==> config.mk <==
export PLATFORM = sky130hd
export DESIGN_NAME = chan_reg_bank
export DESIGN_NICKNAME = d
export VERILOG_FILES = /design/src/rtl/cbk_pkg.sv /design/src/rtl/cbk_global_regs.sv /design/src/rtl/cbk_chan_slice.sv /design/src/rtl/cbk_read_mux.sv /design/src/rtl/chan_reg_bank.sv
export SDC_FILE = /design/constraint.sdc
export NUM_CORES = 1
export LEC_CHECK = 0
export BUFFER_PORTS_ARGS = -buffer_cell sky130_fd_sc_hd__buf_2
export CAP_MARGIN = 0
export CORE_MARGIN = 2
export CORE_UTILIZATION = 50
export DETAILED_ROUTE_END_ITERATION = 6
export PLACE_DENSITY_LB_ADDON = 0.1
export SYNTH_ARGS = -nofsm -noshare
export SYNTH_HDL_FRONTEND = slang
export SYNTH_SLANG_ARGS = --single-unit
==> constraint.sdc <==
create_clock -name clk -period 3.95 [get_ports clk]
set_clock_uncertainty 0.15 [all_clocks]
set_input_delay 0.395 -clock clk [delete_from_list [all_inputs] [get_ports clk]]
set_output_delay 0.395 -clock clk [all_outputs]
set_load 0.01 [all_outputs]
==> src/rtl/cbk_pkg.sv <==
package cbk_pkg;

    localparam int ADDR_W = 8;
    localparam int DATA_W = 8;

    localparam logic [ADDR_W-1:0] A_GCFG  = 8'h00;
    localparam logic [ADDR_W-1:0] A_IDENT = 8'h01;
    localparam logic [ADDR_W-1:0] A_MASK  = 8'h05;
    localparam logic [ADDR_W-1:0] A_PWR   = 8'h08;
    localparam logic [ADDR_W-1:0] A_SHUF  = 8'h0C;
    localparam logic [ADDR_W-1:0] A_XFER  = 8'hFF;

    localparam logic [DATA_W-1:0] IDENT_VAL = 8'h7B;

    typedef enum logic [2:0] {
        SEL_GCFG,
        SEL_IDENT,
        SEL_MASK,
        SEL_PWR,
        SEL_SHUF,
        SEL_XFER,
        SEL_NONE
    } reg_sel_e;

    typedef struct packed {
        logic [1:0] pwr;
        logic       shuf;
    } chan_cfg_t;

    localparam chan_cfg_t CHAN_DEFAULT = '{pwr: 2'b00, shuf: 1'b0};

    function automatic reg_sel_e decode_addr(input logic [ADDR_W-1:0] a);
        reg_sel_e s;
        case (a)
            A_GCFG:  s = SEL_GCFG;
            A_IDENT: s = SEL_IDENT;
            A_MASK:  s = SEL_MASK;
            A_PWR:   s = SEL_PWR;
            A_SHUF:  s = SEL_SHUF;
            A_XFER:  s = SEL_XFER;
            default: s = SEL_NONE;
        endcase
        return s;
    endfunction

    // Global config byte with its two nibbles mirrored: bits 4:3 fixed high.
    function automatic logic [DATA_W-1:0] mirror_gcfg(input logic lsb, input logic srst);
        return {1'b0, lsb, srst, 1'b1, 1'b1, srst, lsb, 1'b0};
    endfunction

endpackage

==> src/rtl/cbk_global_regs.sv <==
module cbk_global_regs
    import cbk_pkg::*;
#(
    parameter int NUM_CH = 4,
    parameter int NPORT  = NUM_CH / 2
) (
    input  logic              clk,
    input  logic              rst,
    input  logic              wr_en,
    input  reg_sel_e          sel,
    input  logic [DATA_W-1:0] wdata,
    output logic [NUM_CH-1:0] chan_mask,
    output logic [NPORT-1:0]  port_q,
    output logic              lsb_q,
    output logic              srst_pend,
    output logic              xfer_pend,
    output logic              pin_mst,
    output logic              pin_act
);

    localparam int PORT_LSB = 6;
    localparam int PIN_BIT  = 5;

    logic mask_full;
    logic xfer_req;
    logic unused_wbit;

    assign mask_full   = &chan_mask;
    assign xfer_req    = wr_en && (sel == SEL_XFER) && wdata[0];
    assign unused_wbit = wdata[4];

    always_ff @(posedge clk) begin
        if (rst || srst_pend) begin
            chan_mask <= '1;
            port_q    <= '1;
            lsb_q     <= 1'b0;
            srst_pend <= 1'b0;
            xfer_pend <= 1'b0;
            pin_mst   <= 1'b0;
            pin_act   <= 1'b0;
        end else begin
            xfer_pend <= xfer_req;
            if (xfer_pend) begin
                pin_act <= pin_mst;
            end
            if (wr_en) begin
                case (sel)
                    SEL_GCFG: begin
                        if (mask_full) begin
                            lsb_q     <= wdata[6] | wdata[1];
                            srst_pend <= wdata[5] | wdata[2];
                        end
                    end
                    SEL_MASK: begin
                        chan_mask <= wdata[NUM_CH-1:0];
                        port_q    <= wdata[PORT_LSB +: NPORT];
                    end
                    SEL_PWR: pin_mst <= wdata[PIN_BIT];
                    default: ;
                endcase
            end
        end
    end

    AST_SRST_RESTORES: assert property (@(posedge clk) disable iff (rst)
        srst_pend |=> (chan_mask == '1 && port_q == '1 && !lsb_q && !srst_pend && !pin_act));

    AST_GCFG_LOCKED: assert property (@(posedge clk) disable iff (rst)
        (wr_en && sel == SEL_GCFG && !mask_full && !srst_pend) |=> $stable(lsb_q));

    AST_XFER_SELF_CLEAR: assert property (@(posedge clk) disable iff (rst)
        (xfer_pend && !(wr_en && sel == SEL_XFER)) |=> !xfer_pend);

    AST_PIN_FROZEN: assert property (@(posedge clk) disable iff (rst)
        (!xfer_pend && !srst_pend) |=> $stable(pin_act));

endmodule

==> src/rtl/cbk_chan_slice.sv <==
module cbk_chan_slice
    import cbk_pkg::*;
(
    input  logic      clk,
    input  logic      rst,
    input  logic      clr,
    input  logic      wr_en,
    input  reg_sel_e  sel,
    input  logic [1:0] wfield,
    input  logic      ch_sel,
    input  logic      xfer,
    output chan_cfg_t mst,
    output chan_cfg_t act
);

    always_ff @(posedge clk) begin
        if (rst || clr) begin
            mst <= CHAN_DEFAULT;
            act <= CHAN_DEFAULT;
        end else begin
            if (xfer) begin
                act <= mst;
            end
            if (wr_en && ch_sel) begin
                if (sel == SEL_PWR) begin
                    mst.pwr <= wfield;
                end else if (sel == SEL_SHUF) begin
                    mst.shuf <= wfield[0];
                end
            end
        end
    end

    AST_ACT_HOLD: assert property (@(posedge clk) disable iff (rst)
        (!xfer && !clr) |=> $stable(act));

    AST_XFER_COPY: assert property (@(posedge clk) disable iff (rst)
        (xfer && !clr) |=> (act == $past(mst)));

    AST_MASKED_CH: assert property (@(posedge clk) disable iff (rst)
        (wr_en && !ch_sel && !clr) |=> $stable(mst));

endmodule

==> src/rtl/cbk_read_mux.sv <==
module cbk_read_mux
    import cbk_pkg::*;
#(
    parameter int NUM_CH = 4,
    parameter int NPORT  = NUM_CH / 2
) (
    input  reg_sel_e                       sel,
    input  logic [NUM_CH-1:0]              chan_mask,
    input  logic [NPORT-1:0]               port_q,
    input  logic                           lsb_q,
    input  logic                           srst_pend,
    input  logic                           xfer_pend,
    input  logic                           pin_mst,
    input  chan_cfg_t [NUM_CH-1:0]         mst,
    output logic [DATA_W-1:0]              rd_val
);

    chan_cfg_t low;
    logic [DATA_W-1:0] mask_byte;

    // Lowest selected channel wins: scan from the top so index 0 is last.
    always_comb begin
        low = CHAN_DEFAULT;
        for (int i = NUM_CH - 1; i >= 0; i--) begin
            if (chan_mask[i]) begin
                low = mst[i];
            end
        end
    end

    always_comb begin
        mask_byte = '0;
        mask_byte[NUM_CH-1:0] = chan_mask;
        mask_byte[6 +: NPORT] = port_q;
    end

    always_comb begin
        case (sel)
            SEL_GCFG:  rd_val = mirror_gcfg(lsb_q, srst_pend);
            SEL_IDENT: rd_val = IDENT_VAL;
            SEL_MASK:  rd_val = mask_byte;
            SEL_PWR:   rd_val = {2'b00, pin_mst, 3'b000, low.pwr};
            SEL_SHUF:  rd_val = {7'b0, low.shuf};
            SEL_XFER:  rd_val = {7'b0, xfer_pend};
            default:   rd_val = '0;
        endcase
    end

endmodule

==> src/rtl/chan_reg_bank.sv <==
module chan_reg_bank
    import cbk_pkg::*;
#(
    parameter int NUM_CH = 4,
    parameter int NPORT  = NUM_CH / 2
) (
    input  logic                clk,
    input  logic                rst,
    input  logic                wr_en,
    input  logic                rd_en,
    input  logic [ADDR_W-1:0]   addr,
    input  logic [DATA_W-1:0]   wdata,
    output logic [DATA_W-1:0]   rdata,
    output logic                lsb_first,
    output logic [NPORT-1:0]    port_en,
    output logic                pin_standby,
    output logic [2*NUM_CH-1:0] pwr_mode,
    output logic [NUM_CH-1:0]   shuffle_en
);

    reg_sel_e               sel;
    logic [NUM_CH-1:0]      chan_mask;
    logic [NPORT-1:0]       port_q;
    logic                   lsb_q;
    logic                   srst_pend;
    logic                   xfer_pend;
    logic                   pin_mst;
    logic                   pin_act;
    chan_cfg_t [NUM_CH-1:0] mst;
    chan_cfg_t [NUM_CH-1:0] act;
    logic [DATA_W-1:0]      rd_val;

    assign sel = decode_addr(addr);

    cbk_global_regs #(.NUM_CH(NUM_CH), .NPORT(NPORT)) u_glob (
        .clk       (clk),
        .rst       (rst),
        .wr_en     (wr_en),
        .sel       (sel),
        .wdata     (wdata),
        .chan_mask (chan_mask),
        .port_q    (port_q),
        .lsb_q     (lsb_q),
        .srst_pend (srst_pend),
        .xfer_pend (xfer_pend),
        .pin_mst   (pin_mst),
        .pin_act   (pin_act)
    );

    for (genvar g = 0; g < NUM_CH; g++) begin : g_ch
        cbk_chan_slice u_slice (
            .clk    (clk),
            .rst    (rst),
            .clr    (srst_pend),
            .wr_en  (wr_en),
            .sel    (sel),
            .wfield (wdata[1:0]),
            .ch_sel (chan_mask[g]),
            .xfer   (xfer_pend),
            .mst    (mst[g]),
            .act    (act[g])
        );
        assign pwr_mode[2*g +: 2] = act[g].pwr;
        assign shuffle_en[g]      = act[g].shuf;
    end

    cbk_read_mux #(.NUM_CH(NUM_CH), .NPORT(NPORT)) u_rmux (
        .sel       (sel),
        .chan_mask (chan_mask),
        .port_q    (port_q),
        .lsb_q     (lsb_q),
        .srst_pend (srst_pend),
        .xfer_pend (xfer_pend),
        .pin_mst   (pin_mst),
        .mst       (mst),
        .rd_val    (rd_val)
    );

    always_ff @(posedge clk) begin
        if (rst) begin
            rdata <= '0;
        end else if (rd_en) begin
            rdata <= rd_val;
        end
    end

    assign lsb_first   = lsb_q;
    assign port_en     = port_q;
    assign pin_standby = pin_act;

    AST_IDENT_READ: assert property (@(posedge clk) disable iff (rst)
        (rd_en && addr == A_IDENT) |=> (rdata == 8'h7B));

    AST_UNMAPPED_ZERO: assert property (@(posedge clk) disable iff (rst)
        (rd_en && sel == SEL_NONE) |=> (rdata == '0));

    AST_RDATA_HOLD: assert property (@(posedge clk) disable iff (rst)
        !rd_en |=> $stable(rdata));

endmodule

==> out/qor.txt <==
Final Hold Vio Count -> 0
Tcrit/Tclk final -> 0.752
vias -> 1781
WL final -> 4400 µm
router iterations before antenna repair -> 4
Area Growth Syn to Fin -> 14.6%
wire per inst -> 14.0 µm
NetSw -> 0.177 mW
RSZ-0062 raised after global routing -> false
most common cell after layout, fill and taps aside -> dfxtp_1
Max VDD drop -> 237 µV
Clock Tree Root -> clkbuf_8
Post-CTS Resized -> 0
clock share of power -> 0.354
MaxCap Viol Count -> 0
CTS tree -> yes
CP delay by family, top -> simple AND/OR/NAND/NOR gates
cts hold-fix bufs -> 0
Leakage -> 0.981 nW
Reg power frac -> 0.585
Worst-Margin Slew -> 0.817 ns
Core Area -> 3970 µm²
crit start category -> primary input
Die Area -> 4600 µm²
CP arrival -> 3.01 ns
clock transition at the registers of the reported paths -> 0.08 ns
PwrDens -> 319 nW/µm²
crit path capture type -> flip-flop
Chip Width -> 67.8 µm
min cycle time layout -> 2.97 ns
Synthesized Nets -> 253
Post-layout nets -> 287
Avg Cell Area, Syn -> 8.77 µm²
area post-placement -> 2260 µm²
clock latency on the worst-skew pair -> 0.29 ns
Critical Path Max Stage Delay -> 0.59 ns
antenna cell count -> 0
fin util -> 0.588
status -> finished, final reports clean
clk buf depth -> 2
post-detail-place hpwl -> 3140 µm
Final TNS setup -> 0 ns
Cell Area, Synth -> 2040 µm²
post-CTS setup buffers -> 0
post-synth cell types -> 46
initial core utilization -> 0.513
EDFF count, synth -> 0
Tot GR Track Use -> 0.203
Crit Path Class -> primary input to flip-flop
Pwr Total -> 0.743 mW
vias per cell -> 5.65
final global-route overflow total -> 0
die height -> 67.8 µm
WP data required -> 3.99 ns
Sw Ratio -> 0.238
global-route wire length before repair -> 7070 µm
worst rel slew slack -> 0.454
Hold WC Path Type -> primary input to flip-flop
Ys Warns -> 0
design area -> 2330 µm²
PortBufs -> 42
Power Internal -> 0.567 mW
max-slew violations -> 0
# clock sinks -> 43
post-synthesis async set-or-reset flop share -> 0
Seq/Total Area, Yosys -> 0.423
CTS Buf Count -> 5
Row Count -> 23
drt drc -> 0
most frequent cells in the layout -> 43 x dfxtp_1, 42 x buf_2, 35 x nor2_1, 27 x mux2i_1, 24 x nand2_1
Syn Inst Count -> 232
slowest CP cell -> or4_4
cells along the critical path -> buf_2, or4_4, nor4_2, nor2_1, ha_1, inv_1, o31ai_1, a211oi_4, nor3_1, nor4_1
layout cell share with drive strength beyond 1 -> 0.245
# H-tree levels -> 2
Starting DRT DRC Count -> 105
register bit total from synthesis -> 43
Synth Flop Type -> dfxtp_1
io pins -> 44
initial antenna violation count -> 0
remaining antenna violation count -> 0
final RePlAce weighted congestion -> 0.749
vias in the first global route -> 1518
power share of the combinational group -> 0.061
largest net degree at the start of global routing -> 24
Fmax -> 337 MHz
Buf/Inv on CP -> 2
endpoints failing setup -> 0
CP max FO -> 9
power by group through the flow:
stage	combinational [mW]	clock, mW	sequential (mW)
6_report	0.0453	0.263	0.435
5_1_grt	0.0506	0.287	0.435
4_1_cts	0.0456	0.269	0.435
3_5_place_dp	0.0452	0	0.446
3_3_place_gp	0.0455	0	0.445
2_1_floorplan	0.0254	0	0.446
kinds of logic (layout without fill, tap and decap cells):
family	count (synthesis)	count (layout)	synth area share
simple gates	109	109	0.272
fa+ha+maj	1	1	0.00615
flops	43	43	0.423
compound gates	30	30	0.114
mux	29	29	0.144
buf+inv	20	53	0.0412
state kept, by name, indices dropped and copies added (netlist names):
signal / cells
u_glob.chan_mask: 4
u_glob.pin_mst: 1
u_glob.srst_pend: 1
u_glob.pin_act: 1
g_ch.u_slice.act: 12
u_glob.lsb_q: 1
g_ch.u_slice.mst: 12
u_glob.port_q: 2
rdata: 8
u_glob.xfer_pend: 1
layout make-up:
| class | count | area, µm² |
|---|---|---|
| Sequential cell | 43 | 861 |
| Clock inverter | 1 | 7.51 |
| Timing Repair Buffer | 44 | 225 |
| Clock buffer | 5 | 68.8 |
| Multi-Input combinational cell | 169 | 1100 |
| Inverter | 3 | 11.3 |
| Tap cell | 50 | 62.6 |
| Fill cell | 395 | 1640 |
worst paths after layout:
| check | slack (ns) | depth (start not counted) | startpoint | to |
|---|---|---|---|---|
| worst max-delay path | 0.98 | 10 | addr[1] | rdata[6] |
| worst min register to register | 0.30 | 2 | rdata[0] | rdata[0] |
| worst min-delay path | 0.18 | 3 | wdata[7] | u_glob.port_q[1] |
| worst max register to register | 2.16 | 5 | u_glob.chan_mask[2] | rdata[0] |
synthesized netlist by cell type, drive strengths merged, types with 2 or more instances:
library cell / number / area [µm²]
dfxtp: 43 / 861
nor2: 35 / 131
mux2i: 27 / 270
nand2: 24 / 90.1
nand3: 21 / 105
clkbuf: 15 / 57.6
a21oi: 7 / 38.8
o21ai: 7 / 35.0
nor4: 6 / 43.8
nor3: 5 / 35.0
a211oi: 3 / 35.0
a221oi: 3 / 26.3
inv: 3 / 11.3
nand3b: 3 / 22.5
or4: 3 / 30.0
and4: 2 / 17.5
buf: 2 / 15.0
mux2: 2 / 22.5
nand2b: 2 / 12.5
nand4: 2 / 18.8
worst reg2reg max path: stages, from the launching register on:
cell and delay, ns:
dfxtp_1 0.55, a21oi_1 0.13, a221oi_1 0.34, a2111oi_0 0.12
o311a_1 0.33, o21ai_1 0.11
layer usage:
metal,wire length [µm],GRT usage,part of all wire
met1,2090,0.269,0.47
met2,2070,0.328,0.47
met3,192,0.0467,0.044
met4,53,0.0600,0.012
met5,0,0,0
per-stage QoR:
step / std cells / hold WS [ns] / setup slack, ns
6_report: 315 / 0.180 / 0.979
5_1_grt: 315 / 0.174 / 0.698
4_1_cts: 315 / 0.180 / 0.986
3_5_place_dp: 309 / 0.289 / 0.686
3_3_place_gp: 309 / 0.281 / 0.717
2_1_floorplan: 232 / 0.299 / 0.854
Power figures use the tool's default switching activity.
